`src/rtl/spi_byte_pkg.sv`:
```
package spi_byte_pkg;
    localparam int ADDR_W  = 5;
    localparam int BYTE_W  = 8;
    localparam int FIELD_W = 3;
    localparam int EDGE_W  = $clog2(2 * BYTE_W);

    localparam logic [ADDR_W-1:0] ADR_CTL1 = 5'h00;
    localparam logic [ADDR_W-1:0] ADR_CTL2 = 5'h01;
    localparam logic [ADDR_W-1:0] ADR_BAUD = 5'h04;
    localparam logic [ADDR_W-1:0] ADR_STAT = 5'h05;
    localparam logic [ADDR_W-1:0] ADR_DATA = 5'h09;
    localparam logic [ADDR_W-1:0] ADR_PDAT = 5'h0D;
    localparam logic [ADDR_W-1:0] ADR_PDIR = 5'h10;

    // control 1 bit positions
    localparam int C_IE   = 7;
    localparam int C_EN   = 6;
    localparam int C_MSTR = 4;
    localparam int C_CPOL = 3;
    localparam int C_CPHA = 2;
    localparam int C_LSB  = 0;
    // status bit positions
    localparam int S_DONE  = 7;
    localparam int S_WCOL  = 6;
    localparam int S_FAULT = 4;
    // port bit positions
    localparam int P_MOSI = 1;
    localparam int P_SCK  = 2;
    localparam int P_SS   = 3;
    // baud field positions
    localparam int PRE_LSB = 4;
    localparam int EXP_LSB = 0;
    localparam logic [BYTE_W-1:0] BAUD_MASK =
        BYTE_W'((((1 << FIELD_W) - 1) << PRE_LSB) | (((1 << FIELD_W) - 1) << EXP_LSB));
    localparam logic [BYTE_W-1:0] PDAT_RST = BYTE_W'(1 << P_SS);

    typedef struct packed {
        logic              busy;
        logic              phase;
        logic [EDGE_W-1:0] edge_n;
        logic [BYTE_W-1:0] tx;
        logic [BYTE_W-1:0] rx;
    } eng_t;

    typedef struct packed {
        logic [BYTE_W-1:0] ctl1;
        logic [BYTE_W-1:0] ctl2;
        logic [BYTE_W-1:0] baud;
        logic [BYTE_W-1:0] pdat;
        logic [BYTE_W-1:0] pdir;
        logic              done;
        logic              wcol;
        logic              fault;
        logic              arm_clr;
        logic              arm_flt;
        logic [BYTE_W-1:0] rxbuf;
    } reg_t;
endpackage

```
`src/rtl/spi_baud_gen.sv`:
```
module spi_baud_gen
    import spi_byte_pkg::*;
#(
    parameter int FW = FIELD_W
) (
    input  logic          clk,
    input  logic          rst_n,
    input  logic          run,
    input  logic [FW-1:0] presc,
    input  logic [FW-1:0] expo,
    output logic          tick
);
    localparam int MAX_HALF = (1 << FW) << ((1 << FW) - 1);
    localparam int CNT_W    = $clog2(MAX_HALF) + 1;

    logic [CNT_W-1:0] cnt_d, cnt_q, half_len;

    always_comb begin
        half_len = (CNT_W'(presc) + CNT_W'(1)) << expo;
        tick     = run && (cnt_q == half_len - CNT_W'(1));
        cnt_d    = (!run || tick) ? '0 : cnt_q + CNT_W'(1);
    end

    always_ff @(posedge clk or negedge rst_n) begin
        if (!rst_n) cnt_q <= '0;
        else        cnt_q <= cnt_d;
    end

    AST_IDLE_COUNT_ZERO: assert property (@(posedge clk) disable iff (!rst_n)
        !run |=> (cnt_q == '0)) else $error("counter not parked");
endmodule

```
`src/rtl/spi_shift_eng.sv`:
```
module spi_shift_eng
    import spi_byte_pkg::*;
(
    input  logic              clk,
    input  logic              rst_n,
    input  logic              start,
    input  logic              abort,
    input  logic              tick,
    input  logic              cpha,
    input  logic              lsb_first,
    input  logic [BYTE_W-1:0] tx_byte,
    input  logic              miso,
    output logic              busy,
    output logic              phase,
    output logic              mosi_bit,
    output logic              done,
    output logic [BYTE_W-1:0] rx_byte
);
    localparam logic [EDGE_W-1:0] LAST_EDGE = EDGE_W'(2 * BYTE_W - 1);

    eng_t eng_d, eng_q;
    logic leading, do_sample, do_shift;

    always_comb begin
        eng_d     = eng_q;
        done      = 1'b0;
        leading   = ~eng_q.edge_n[0];
        do_sample = cpha ? !leading : leading;
        do_shift  = cpha ? (leading && eng_q.edge_n != '0)
                         : (!leading && eng_q.edge_n != LAST_EDGE);
        if (abort) begin
            eng_d.busy   = 1'b0;
            eng_d.phase  = 1'b0;
            eng_d.edge_n = '0;
        end else if (start && !eng_q.busy) begin
            eng_d.busy   = 1'b1;
            eng_d.phase  = 1'b0;
            eng_d.edge_n = '0;
            eng_d.tx     = tx_byte;
        end else if (eng_q.busy && tick) begin
            eng_d.phase  = ~eng_q.phase;
            eng_d.edge_n = eng_q.edge_n + EDGE_W'(1);
            if (do_sample)
                eng_d.rx = lsb_first ? {miso, eng_q.rx[BYTE_W-1:1]}
                                     : {eng_q.rx[BYTE_W-2:0], miso};
            if (do_shift)
                eng_d.tx = lsb_first ? (eng_q.tx >> 1) : (eng_q.tx << 1);
            if (eng_q.edge_n == LAST_EDGE) begin
                eng_d.busy   = 1'b0;
                eng_d.edge_n = '0;
                done         = 1'b1;
            end
        end
        busy     = eng_q.busy;
        phase    = eng_q.phase;
        mosi_bit = eng_q.busy & (lsb_first ? eng_q.tx[0] : eng_q.tx[BYTE_W-1]);
        rx_byte  = eng_d.rx;
    end

    always_ff @(posedge clk or negedge rst_n) begin
        if (!rst_n) eng_q <= '0;
        else        eng_q <= eng_d;
    end

    AST_PHASE_HOME: assert property (@(posedge clk) disable iff (!rst_n)
        !eng_q.busy |-> !eng_q.phase) else $error("clock phase left toggled");
    AST_FULL_BYTE: assert property (@(posedge clk) disable iff (!rst_n)
        ($fell(eng_q.busy) && !$past(abort)) |-> $past(eng_q.edge_n) == LAST_EDGE)
        else $error("byte ended early");
endmodule

```
`src/rtl/spi_byte_master.sv`:
```
module spi_byte_master
    import spi_byte_pkg::*;
(
    input  logic              clk,
    input  logic              rst_n,
    input  logic              bus_wr,
    input  logic              bus_rd,
    input  logic [ADDR_W-1:0] bus_addr,
    input  logic [BYTE_W-1:0] bus_wdata,
    output logic [BYTE_W-1:0] bus_rdata,
    output logic              irq_done,
    output logic              irq_fault,
    output logic              sck_o,
    output logic              mosi_o,
    input  logic              miso_i,
    output logic              ss_n_o,
    input  logic              ss_n_i,
    output logic              sck_oe,
    output logic              mosi_oe,
    output logic              ss_oe
);
    reg_t regs_d, regs_q;

    logic en, mstr, fault_cond, abort, start;
    logic wr_data, rd_data, rd_stat, wr_ctl1;
    logic tick, eng_busy, eng_phase, eng_mosi, eng_done;
    logic [BYTE_W-1:0] eng_rx, stat_byte;

    spi_baud_gen #(.FW(FIELD_W)) u_baud (
        .clk   (clk),
        .rst_n (rst_n),
        .run   (eng_busy),
        .presc (regs_q.baud[PRE_LSB +: FIELD_W]),
        .expo  (regs_q.baud[EXP_LSB +: FIELD_W]),
        .tick  (tick)
    );

    spi_shift_eng u_eng (
        .clk       (clk),
        .rst_n     (rst_n),
        .start     (start),
        .abort     (abort),
        .tick      (tick),
        .cpha      (regs_q.ctl1[C_CPHA]),
        .lsb_first (regs_q.ctl1[C_LSB]),
        .tx_byte   (bus_wdata),
        .miso      (miso_i),
        .busy      (eng_busy),
        .phase     (eng_phase),
        .mosi_bit  (eng_mosi),
        .done      (eng_done),
        .rx_byte   (eng_rx)
    );

    always_comb begin
        en         = regs_q.ctl1[C_EN];
        mstr       = regs_q.ctl1[C_MSTR];
        fault_cond = en & mstr & ~regs_q.pdir[P_SS] & ~ss_n_i;
        abort      = ~en | fault_cond;
        wr_data    = bus_wr && (bus_addr == ADR_DATA);
        wr_ctl1    = bus_wr && (bus_addr == ADR_CTL1);
        rd_data    = bus_rd && (bus_addr == ADR_DATA);
        rd_stat    = bus_rd && (bus_addr == ADR_STAT);
        start      = wr_data & en & mstr & ~eng_busy & ~abort;

        regs_d = regs_q;
        if (bus_wr) begin
            case (bus_addr)
                ADR_CTL1: regs_d.ctl1 = bus_wdata;
                ADR_CTL2: regs_d.ctl2 = bus_wdata;
                ADR_BAUD: regs_d.baud = bus_wdata & BAUD_MASK;
                ADR_PDAT: regs_d.pdat = bus_wdata;
                ADR_PDIR: regs_d.pdir = bus_wdata;
                default: ;
            endcase
        end
        if (rd_stat) begin
            regs_d.arm_clr = regs_q.done | regs_q.wcol;
            regs_d.arm_flt = regs_q.fault;
        end
        if (rd_data) begin
            if (regs_q.arm_clr) begin
                regs_d.done = 1'b0;
                regs_d.wcol = 1'b0;
            end
            regs_d.arm_clr = 1'b0;
        end
        if (wr_ctl1 && regs_q.arm_flt) begin
            regs_d.fault   = 1'b0;
            regs_d.arm_flt = 1'b0;
        end
        if (eng_done) begin
            regs_d.done  = 1'b1;
            regs_d.rxbuf = eng_rx;
        end
        if (wr_data && eng_busy && !abort) regs_d.wcol = 1'b1;
        if (fault_cond) regs_d.fault = 1'b1;
        if (!en) begin
            regs_d.done    = 1'b0;
            regs_d.wcol    = 1'b0;
            regs_d.fault   = 1'b0;
            regs_d.arm_clr = 1'b0;
            regs_d.arm_flt = 1'b0;
        end

        stat_byte          = '0;
        stat_byte[S_DONE]  = regs_q.done;
        stat_byte[S_WCOL]  = regs_q.wcol;
        stat_byte[S_FAULT] = regs_q.fault;
        case (bus_addr)
            ADR_CTL1: bus_rdata = regs_q.ctl1;
            ADR_CTL2: bus_rdata = regs_q.ctl2;
            ADR_BAUD: bus_rdata = regs_q.baud;
            ADR_STAT: bus_rdata = stat_byte;
            ADR_DATA: bus_rdata = regs_q.rxbuf;
            ADR_PDAT: bus_rdata = regs_q.pdat;
            ADR_PDIR: bus_rdata = regs_q.pdir;
            default:  bus_rdata = '0;
        endcase
    end

    always_ff @(posedge clk or negedge rst_n) begin
        if (!rst_n) begin
            regs_q      <= '0;
            regs_q.pdat <= PDAT_RST;
        end else begin
            regs_q <= regs_d;
        end
    end

    assign sck_o     = regs_q.ctl1[C_CPOL] ^ eng_phase;
    assign mosi_o    = eng_mosi;
    assign ss_n_o    = regs_q.pdat[P_SS];
    assign sck_oe    = regs_q.pdir[P_SCK];
    assign mosi_oe   = regs_q.pdir[P_MOSI];
    assign ss_oe     = regs_q.pdir[P_SS];
    assign irq_done  = regs_q.ctl1[C_IE] & regs_q.done;
    assign irq_fault = regs_q.ctl1[C_IE] & regs_q.fault;

    AST_SCK_IDLE_LEVEL: assert property (@(posedge clk) disable iff (!rst_n)
        !eng_busy |-> (sck_o == regs_q.ctl1[C_CPOL])) else $error("sck not idle");
    AST_START_SHIFT: assert property (@(posedge clk) disable iff (!rst_n)
        start |=> eng_busy) else $error("shift not started");
    AST_DONE_FLAG: assert property (@(posedge clk) disable iff (!rst_n)
        eng_done |=> regs_q.done) else $error("done flag missing");
    AST_WCOL_SET: assert property (@(posedge clk) disable iff (!rst_n)
        (wr_data && eng_busy && !abort) |=> regs_q.wcol) else $error("collision missed");
    AST_FAULT_STOP: assert property (@(posedge clk) disable iff (!rst_n)
        fault_cond |=> (!eng_busy && regs_q.fault)) else $error("fault not handled");
    AST_DISABLE_IDLE: assert property (@(posedge clk) disable iff (!rst_n)
        !en |=> (!eng_busy && !regs_q.done && !regs_q.wcol)) else $error("disable ignored");
endmodule

```
`config.mk`:
```
export PLATFORM = sky130hd
export DESIGN_NAME = spi_byte_master
export DESIGN_NICKNAME = d
export VERILOG_FILES = /design/src/rtl/spi_byte_pkg.sv /design/src/rtl/spi_baud_gen.sv /design/src/rtl/spi_shift_eng.sv /design/src/rtl/spi_byte_master.sv
export SDC_FILE = /design/constraint.sdc
export NUM_CORES = 1
export LEC_CHECK = 0
export BUFFER_PORTS_ARGS = -buffer_cell sky130_fd_sc_hd__buf_2
export CORE_MARGIN = 2
export CORE_UTILIZATION = 63
export CTS_BUF_LIST = sky130_fd_sc_hd__clkbuf_2 sky130_fd_sc_hd__clkbuf_4 sky130_fd_sc_hd__clkbuf_8
export DETAILED_ROUTE_END_ITERATION = 12
export PLACE_DENSITY = 0.83
export SLEW_MARGIN = 0
export SYNTH_ARGS = -nofsm -noshare
export SYNTH_HDL_FRONTEND = slang
export SYNTH_SLANG_ARGS = --single-unit
```
`constraint.sdc`:
```
create_clock -name clk -period 3.79 [get_ports clk]
set_input_delay 0.379 -clock clk [delete_from_list [all_inputs] [get_ports clk]]
set_output_delay 0.379 -clock clk [all_outputs]
set_load 0.02 [all_outputs]
```
* Word-level counts from Yosys, hierarchy flattened
Cells that the tools add are included.
** Storage, ports and cells
- Flip-flop bits (word level) :: 84
- Input port bits :: 19
- Output and inout port bits :: 16
- Word-level logic and storage cells :: 118
** Cells by class
- Add/sub/neg operators :: 4
- Equality and inequality tests :: 16
- Shift operators :: 1
- Muxes and demuxes :: 30
- Bitwise logic cells :: 20
- Reduce and logical (&&, ||, !) cells :: 30
** Operators with widths (count)
- one-hot mux 8 bit (7 select lines) :: 1
- 2-to-1 mux 8 bit :: 6
- 2-to-1 mux 22 bit :: 1
- AND reduction 2 bit :: 8
- != test 3 x 1 -> 1 bit (second input constant) :: 5
- 2-to-1 mux 1 bit :: 14
- 2-to-1 mux 14 bit :: 1
- logical AND 1 bit :: 12
- adder 11 x 1 -> 11 bit (second input constant) :: 1
- == test 11 bit :: 1
- 2-to-1 mux 11 bit :: 1
- left shift 11 x 3 -> 11 bit :: 1
- subtractor 11 x 1 -> 11 bit (second input constant) :: 1
- AND 1 bit :: 10
- == test 5 x 3 -> 1 bit (second input constant) :: 2
- == test 5 x 4 -> 1 bit (second input constant) :: 2
- NOT 1 bit :: 7
- 2-to-1 mux 2 bit :: 3
- 2-to-1 mux 6 bit :: 1
- != test 3 x 2 -> 1 bit (second input constant) :: 2
- nonzero test 3 bit :: 2
- == test 5 x 1 -> 1 bit (second input constant) :: 1
- == test 5 bit (second input constant) :: 1
- zero test 5 bit :: 1
- 13 further kinds :: 16

* Logic depth before layout (Yosys ltp)
Gate-level depths: netlist of the first run.
- Word-level depth :: 11
- Mapped depth :: 13
- Gate-level depth less buffers :: 12

* Modules after synthesis
From an unflattened synthesis of the first run, not the netlist that was laid out.
** Second synthesis, totals
- Cell total of the unflattened synthesis :: 513
- Area, all modules :: 5440.2 sq um
** Modules (own cells, without submodules)
- spi_byte_master :: instances 1, cells an instance 195, area each 2570.0 sq um, sequential area each 1277.5 sq um
- spi_baud_gen :: instances 1, cells an instance 192, area each 1554.0 sq um, sequential area each 275.3 sq um
- spi_shift_eng :: instances 1, cells an instance 126, area each 1316.3 sq um, sequential area each 550.5 sq um

* Worst setup path before layout of the first run
Ideal clock, no wire load.
- Path kind :: register -> register
- Start :: reg regs_q[34]
- End :: reg regs_q[0]
- Library setup time :: 127 ps
- Arrival :: 3166 ps
- Required time :: 3663 ps
- Setup slack :: 496 ps
- Stages on the path, launching flop included :: 12
- Path buffers :: 1
- Period minus slack after synthesis :: 3294 ps
- Cells stage by stage :: dfrtp_1 ha_1 and3b_1 or4_1 a32oi_1 o2111ai_1 xnor2_1 nand4b_2 nor3_4 and3_1 buf_4 mux2_1
** Between the ends
- Longest elaborated chain between the ends :: 9
- Elaborated cells between the ends (all ways) :: 12
- Classes of those cells :: 2 x add/sub; 1 x eq/ne; 1 x shift; 6 x mux; 2 x reduce/logical
** Ends and longest elaborated chain
- from (decl) :: line spi_byte_master.sv:22 : reg_t regs_d, regs_q;
- from (signal assigned) :: line spi_byte_master.sv:127 : regs_q <= regs_d;
- adder 3 x 1 -> 4 bit * :: line spi_baud_gen.sv:19 : half_len = (CNT_W'(presc) + CNT_W'(1)) << expo;
- left shift 11 x 3 -> 11 bit * :: line spi_baud_gen.sv:19
- subtractor 11 x 1 -> 11 bit * :: line spi_baud_gen.sv:20 : tick = run && (cnt_q == half_len - CNT_W'(1));
- == test 11 bit * :: line spi_baud_gen.sv:20
- logical AND 1 bit * :: line spi_baud_gen.sv:20
- logical AND 1 bit * :: line spi_shift_eng.sv:40 : end else if (eng_q.busy && tick) begin
- 2-to-1 mux 22 bit / 2-to-1 mux 1 bit (equally long branches) :: line spi_shift_eng.sv:40
- 2-to-1 mux 8 bit / 2-to-1 mux 1 bit (equally long branches) :: line spi_shift_eng.sv:35 : end else if (start && !eng_q.busy) begin
- 2-to-1 mux 8 bit / 2-to-1 mux 1 bit (equally long branches) :: line spi_shift_eng.sv:31 : if (abort) begin
Every way passes the cells marked *; elsewhere a longest branch is shown, timed or not. The select of a mux whose other input is x is not followed.
A chain may end at the register's enable or synchronous reset.

* Worst setup path after layout of the first run
- Start :: reg regs_q[34]
- End :: reg regs_q[5]
The elaborated chain is that of the path after synthesis.

==> results.cfg, run 1 <==
[outcome]
outcome = complete, no violations

[die]
dieArea_mm2 = 0.00904
dieWidth_um = 95.1
ios = 35
row_count = 33
initial_core_util_pct = 64.2
core-area_mm2 = 0.00813
die_y_um = 95.1

[detailed_routing]
drt_iter0_markers = 260
wl_um = 12900
antenna_left = 0
dr.pass1.iters = 5
vias_per_cell = 6.61
wl_per_cell_um = 19.8
vias = 4307
route.detailed.drc = 0

[synthesis]
muxShareOfSynthArea_pct = 17.8
synth_ff_type = dfrtp_1
synthXorXnorAreaFrac_pct = 3.83
synth_cell_type_count = 64
async_flop_share_pct = 100
synth-seq-cells = 84
ys_seq_area_share_pct = 40.3
synth_compound_area_share_pct = 13.6
netlist_instances = 514
ys_warn_count = 0
syn-num-nets = 538
synth_top_cell_by_area = dfrtp_1
synth_top_family_by_area = simple AND/OR/NAND/NOR gates
syn-cell-area_mm2 = 0.00523
synth-edff-count = 0
yosys.area_share.simple_pct = 20.4
netlist.area_leader.share_pct = 39.8
synth_most_common_cell = dfrtp_1
synthAdderAreaFrac_pct = 1.20
synth_commonest_cells = dfrtp_1, mux2_2, nand2_1
synth_area_leaders = dfrtp_1, mux2_2, a22oi_1
avgSynthCellArea_um2 = 10.2

[worst_setup_path]
crit_path_max_fanout = 9
worstPathBufferInverterCount = 0
cp.arrival_ps = 3810
crit_path_max_incr_delay_ps = 520
path_cells = ha_1, and3b_1, or4_1, a32oi_1, o2111ai_1, xnor2_1, nand4b_2, nor3_4, and3_2, mux2_1
critPathTopFamily = simple AND/OR/NAND/NOR gates
critical-path-slowest-cell = or4_1
crit_required_ps = 4040
critPathLaunchType = flop
path_class = reg2reg
cp-end-kind = flop

[pwr]
p_sw_share_pct = 36.1
power.density_mw_per_mm2 = 426
seqPwrFrac_pct = 44.7
p_int_mw = 1.55
p_comb_share_pct = 29.4
clkPwrFrac_pct = 25.9
ir_worst_vdd_v = 0.000324
p_sw_mw = 0.877
p_total_mw = 2.43
leakagePower_nw = 2.58

[sta]
fin_skew_ps = 12.1
fin_crit_sh_pct = 94.0
rsz0062_at_grt = no
hold_slack_ps = 191
final_max_slew_viol_count = 0
setup_violations = 0
setup_tns_ps = 0
tightest_slew_ps = 1050
post-route-min-period_ps = 3560
hold_viol = 0
fmax_ghz = 0.281
slew_headroom_pct = 29.8

[final_layout]
n_antenna_cell = 0
stdcell_count = 652
n_fill_cell = 571
regMostFlops = regs_q
seq_area_mm2 = 0.00210
drive_gt1_share_pct = 23.8
reg_top3 = regs_q (45), u_eng.eng_q (20), u_baud.cnt_q (11)
multi_input_area_mm2 = 0.00299
nNetsFinal = 566
utilization_pct = 70.0
largest_register_ff_count = 45
syn_to_final_growth_pct = 8.96

[clocking]
insertion_delay_ps = 360
clk_pin_slew_ps = 90
htree_levels = 3
cts_num_sinks = 84
cts_tree = yes
cts_buffer_depth = 2
post_cts_buffers = 0
ctsResizeCount = 0
cts-root-buf = clkbuf_8
cts_buffers = 9
hold_buffers = 0

[global_routing]
grt_max_degree = 85
grt_usage_pct = 30.6
grt_pass1_vias = 4337
overflow = 0
grt_first_pass_wirelength_um = 21200
antenna_found_initial = 0

[placement]
dp_hpwl_um = 8980
numPortBuffers = 34
gp_congestion = 0.969
placedCellCount = 636

[worst_hold_path]
holdCritPathClass = in2async

[flow_run]
drv_cap = 0
==> power groups by stage <==
stage          registers, mW  clock network (mW)  logic, mW
6_report                1.09               0.629      0.713
5_1_grt                 1.10               0.671      0.783
4_1_cts                 1.08               0.636      0.698
3_5_place_dp            1.10                   0      0.691
3_3_place_gp            1.09                   0      0.684
2_1_floorplan           1.05                   0      0.561
==> path summary, 6_finish.rpt <==
kind	startpoint	endpoint	slack, ps	cells past startpoint
setup / recovery	regs_q[34]	regs_q[5]	230	10
hold / removal	rst_n	regs_q[40]	190	1
setup reg to reg	regs_q[34]	regs_q[5]	230	10
hold reg to reg	regs_q[4]	regs_q[4]	510	1
max in group asynchronous	rst_n	regs_q[29]	2890	1
min in group clk	bus_wdata[7]	u_eng.eng_q[15]	350	3
==> area by class of cell <==
class / count / area share, %
Clock buffer: 10 / 2.42
Inverter: 9 / 0.593
Clock inverter: 6 / 0.945
Tap cell: 105 / 2.31
Timing Repair Buffer: 43 / 4.22
Multi-Input combinational cell: 395 / 52.5
Sequential cell: 84 / 37.0
==> through the flow <==
step	instance area [µm²]	setup slack [ps]
after floorplan	5230	496
after global placement	5480	272
after detailed placement	5480	131
after CTS	5670	81.6
after global routing	5690	60.7
final	5690	228
==> cell families (layout without fill, tap and decap cells) <==
group | after synthesis | in the layout
multiplexers | 84 | 84
AND/OR/NAND/NOR | 189 | 189
adder cells (fa/ha/maj) | 5 | 5
XOR/XNOR | 22 | 22
buffers and inverters | 35 | 68
flip-flops | 84 | 84
AO/OA/AOI/OAI | 95 | 95
==> cells in the final DEF (no fill, tap or decap), types with 3 or more instances in the layout <==
cell and n:
and3b_1 4, a211oi_1 3, nand3_1 31, nand2_1 42
mux2_1 16, nor3b_1 12, buf_4 10, mux2_2 55
o211ai_1 4, a31oi_1 5, xor2_1 12, mux2i_1 13
clkbuf_8 10, or3_1 4, a21oi_1 10, a22oi_1 25
nor2_1 27, nand3b_1 9, nor3_1 12, nor2b_1 3
nand4b_1 3, inv_6 3, buf_2 33, inv_1 9
ha_1 5, o21ai_0 13, dfrtp_1 82, or4_1 3
xnor2_1 9, and2_1 5, nand2b_1 9, nand4_1 5
o2111ai_1 5, and3_1 7
==> layer usage <==
layer / vias up / share of wire, % / global-route usage, %
met3: 39 / 5.9 / 5.06
met2: 179 / 50 / 51.6
met4: 0 / 3.8 / 15.0
met1: 2100 / 40 / 38.2
li1: 1989 / - / -
met5: - / 0 / 0
==> worst reg2reg max path, cell delays in order, from the launching register on <==
cell	delay, ps
dfrtp_1	450
ha_1	310
and3b_1	300
or4_1	520
a32oi_1	250
o2111ai_1	170
xnor2_1	170
nand4b_2	270
nor3_4	290
and3_2	360
mux2_1	360
Power figures use the tool's default switching activity.
==> run 2, diff against run 1 <==
- CORE_MARGIN: 2 -> not set
- REMOVE_ABC_BUFFERS: not set -> 1
==> results.cfg, run 2 (synthesis gave the netlist of run 1 again) <==
[placement]
placed_cell_area_mm2 = 0.00549
gp_congestion = 0.884
placedCellCount = 635
pre_cts_slack_ps = 76.8
numPortBuffers = 34
dp_hpwl_um = 9180

[detailed_routing]
vias_per_cell = 6.46
route.detailed.drc = 0
drt_iter0_markers = 333
wl_per_cell_um = 19.6
wl_um = 12700
antenna_left = 0
dr.pass1.iters = 5
vias = 4204

[global_routing]
antenna_found_initial = 0
grt_usage_pct = 31.4
grt_pass1_vias = 4086
overflow = 0
grt_first_pass_wirelength_um = 20800
grt_max_degree = 85

[sta]
fmax_ghz = 0.281
hold_viol = 0
setup_violations = 0
setup_slack_ps = 230
rsz0062_at_grt = no
final_max_slew_viol_count = 0
post-route-min-period_ps = 3560
fin_crit_sh_pct = 93.9
slew_headroom_pct = 30.6
fin_skew_ps = 16.8
tightest_slew_ps = 1040
setup_tns_ps = 0
hold_slack_ps = 167

[worst_setup_path]
crit_required_ps = 4040
crit_path_max_fanout = 9
cp.arrival_ps = 3810
critPathTopFamily = simple AND/OR/NAND/NOR gates
path_cells = ha_1, nand2b_1, a22o_1, o221a_4, or4_1, o211ai_2, nand4b_4, nor3_4, and3_2, mux2_1
critical-path-slowest-cell = or4_1
crit_path_max_incr_delay_ps = 490
critPathLaunchType = flop
worstPathBufferInverterCount = 0
path_class = reg2reg
cp-end-kind = flop

[clocking]
insertion_delay_ps = 370
htree_levels = 3
cts_tree = yes
cts_num_sinks = 84
cts-root-buf = clkbuf_8
ctsResizeCount = 0
post_cts_buffers = 0
cts_buffers = 9
clk_pin_slew_ps = 100
cts_buffer_depth = 2
hold_buffers = 0

[die]
core-area_mm2 = 0.00789
row_count = 32
initial_core_util_pct = 66.2
dieWidth_um = 93.1
dieArea_mm2 = 0.00866
ios = 35
die_y_um = 93.1

[final_layout]
drive_gt1_share_pct = 23.7
nNetsFinal = 568
reg_top3 = regs_q (45), u_eng.eng_q (20), u_baud.cnt_q (11)
regMostFlops = regs_q
n_antenna_cell = 0
syn_to_final_growth_pct = 8.93
largest_register_ff_count = 45
utilization_pct = 72.2
final_area_mm2 = 0.00569
final_cell_mix = dfrtp_1, mux2_2, nand2_1, buf_2, nand3_1
layout_commonest_cell = dfrtp_1
stdcell_count = 651

[pwr]
ir_worst_vdd_v = 0.000212
p_total_mw = 2.42
power.density_mw_per_mm2 = 425
leakagePower_nw = 2.59

[worst_hold_path]
holdCritPathClass = in2async

[outcome]
outcome = complete, no violations

[flow_run]
drv_cap = 0
run 2: cell count changes in the layout (fill, tap and decap cells not counted):
cell      previous run  this run
a211oi_2             1         0
clkbuf_4             0         1
clkbuf_8            10         9
dfrtp_2              1         0
dfrtp_1             82        83
a211oi_1             3         4
buf_4               10        12
run 2: cell type report:
type / count / area [µm²]
Clock inverter: 6 / 53.8
Tap cell: 102 / 128
Timing Repair Buffer: 45 / 255
Fill cell: 567 / 2200
Sequential cell: 84 / 2100
Inverter: 9 / 33.8
Multi-Input combinational cell: 395 / 2990
Clock buffer: 10 / 131
run 2: worst register-to-register path, cell delays in order, from the launching register on:
cell and delay, ps:
dfrtp_1 470, ha_1 470, nand2b_1 220, a22o_1 270
o221a_4 330, or4_1 490, o211ai_2 100, nand4b_4 160
nor3_4 240, and3_2 340, mux2_1 360
run 2: worst paths after layout:
path	from	endpoint	slack, ps	cells past startpoint
setup / recovery	regs_q[34]	regs_q[3]	230	10
min in group clk	bus_wdata[7]	u_eng.eng_q[15]	350	3
hold reg to reg	regs_q[4]	regs_q[4]	510	1
max in group asynchronous	rst_n	regs_q[27]	2930	1
hold / removal	rst_n	regs_q[18]	170	1
setup reg to reg	regs_q[34]	regs_q[3]	230	10
run 2: power by group:
group          switching (mW)  internal [mW]  total (mW)
logic                   0.412          0.309       0.721
clock network           0.357          0.258       0.615
registers               0.105          0.976        1.08
run 2: metal layers:
layer / part of all wire, % / global-route usage (%) / vias up
met5: 0 / 0 / -
met4: 2.0 / 9.49 / 0
met3: 5.8 / 6.50 / 23
met2: 45 / 47.4 / 149
met1: 47 / 45.7 / 2044
li1: - / - / 1988
==> run 3, diff against run 2 <==
- CORE_MARGIN: not set -> 2
- CORE_UTILIZATION: 63 -> 30
- PLACE_DENSITY: 0.83 -> not set
==> results.cfg, run 3 (synthesis gave the netlist of run 1 again) <==
[pwr]
ir_worst_vdd_v = 0.000259
power.density_mw_per_mm2 = 413
p_total_mw = 2.41
leakagePower_nw = 2.59

[clocking]
cts_buffers = 9
cts-root-buf = clkbuf_8
cts_buffer_depth = 2
insertion_delay_ps = 390
htree_levels = 3
cts_tree = yes
clk_pin_slew_ps = 90
cts_num_sinks = 84
hold_buffers = 0

[sta]
fin_skew_ps = 16.9
rsz0062_at_grt = no
fin_crit_sh_pct = 94.5
fmax_ghz = 0.279
hold_slack_ps = 66.6
final_max_slew_viol_count = 0
slew_headroom_pct = 29.4
hold_viol = 0
setup_violations = 0
tightest_slew_ps = 1050
post-route-min-period_ps = 3580

[die]
row_count = 48
ios = 35
die_y_um = 136
core-area_mm2 = 0.0172
dieArea_mm2 = 0.0185
initial_core_util_pct = 30.4
dieWidth_um = 136

[final_layout]
regMostFlops = regs_q
utilization_pct = 34.0
nNetsFinal = 568
n_fill_cell = 1807
layout_commonest_cell = dfrtp_1
final_area_mm2 = 0.00584
largest_register_ff_count = 45
n_antenna_cell = 0
syn_to_final_growth_pct = 11.8
stdcell_count = 774
reg_top3 = regs_q (45), u_eng.eng_q (20), u_baud.cnt_q (11)
drive_gt1_share_pct = 23.5
final_cell_mix = dfrtp_1, mux2_2, nand2_1, buf_2, nand3_1

[outcome]
outcome = complete, no violations

[flow_run]
drv_cap = 0

[global_routing]
grt_first_pass_wirelength_um = 22900
grt_usage_pct = 16.0
overflow = 0
grt_pass1_vias = 4448
antenna_found_initial = 0
grt_max_degree = 61

[worst_setup_path]
crit_path_max_incr_delay_ps = 510
critPathLaunchType = flop
path_class = reg2reg
crit_required_ps = 4060
path_cells = ha_1, nand2b_1, a22o_1, o221a_4, or4_1, o211ai_2, nand4b_4, nor3_4, and3_1, mux2_1
cp.arrival_ps = 3850
critical-path-slowest-cell = or4_1
crit_path_max_fanout = 9
r2r_slack_ps = 210
cp-end-kind = flop

[placement]
dp_hpwl_um = 10200
numPortBuffers = 34
placed_cell_area_mm2 = 0.00565
placedCellCount = 758
gp_congestion = 0.903

[detailed_routing]
vias = 4314
drt_iter0_markers = 356
dr.pass1.iters = 5
wl_per_cell_um = 17.9
wl_um = 13900
antenna_left = 0
vias_per_cell = 5.57
route.detailed.drc = 0

[worst_hold_path]
holdCritPathClass = in2async
## run 3: final timing paths
kind,start,to,cells after the start
setup / recovery,regs_q[33],regs_q[2],10
hold / removal,rst_n,u_baud.cnt_q[3],1
setup reg to reg,regs_q[33],regs_q[2],10
hold reg to reg,regs_q[4],regs_q[4],1
max in group asynchronous,rst_n,regs_q[29],2
min in group clk,bus_wdata[7],regs_q[20],2
## run 3: stage by stage
| stage | TNS [ps] | setup slack, ps |
|---|---|---|
| finish | 0 | 209 |
| CTS | 0 | 123 |
| floorplan | -774 | -107 |
| global route | 0 | 18.0 |
| detailed placement | 0 | 160 |
| global placement | 0 | 284 |
## run 3: layout make-up
class,instances,area (µm²),area share (%)
Inverter,9,33.8,0.579
Clock buffer,11,145,2.49
Clock inverter,5,35.0,0.600
Tap cell,225,282,4.82
Multi-Input combinational cell,395,2980,51.1
Sequential cell,84,2100,36.0
Timing Repair Buffer,45,255,4.37
## run 3: worst max-delay path: cells and delay by family (launching register included)
family | cells | cell delay (ps)
AO/OA/AOI/OAI | 3 | 710
adder cells (fa/ha/maj) | 1 | 400
flip-flops | 1 | 390
multiplexers | 1 | 370
AND/OR/NAND/NOR | 5 | 1580
## run 3: metal layers
layer / share of wire, % / global-route usage (%)
met1: 44 / 20.6
met2: 49 / 26.5
met3: 4.8 / 3.39
met4: 2.1 / 5.61
met5: 0 / 0
## run 3: power by group
part           switching, mW  internal (mW)
clock                  0.345          0.264
sequential             0.104          0.976
combinational          0.410          0.309
## run 3: repair_timing
action                                  CTS  global route
buffers inserted                          0             0
endpoints found under the setup margin    0            16
gates resized for setup                   0             2
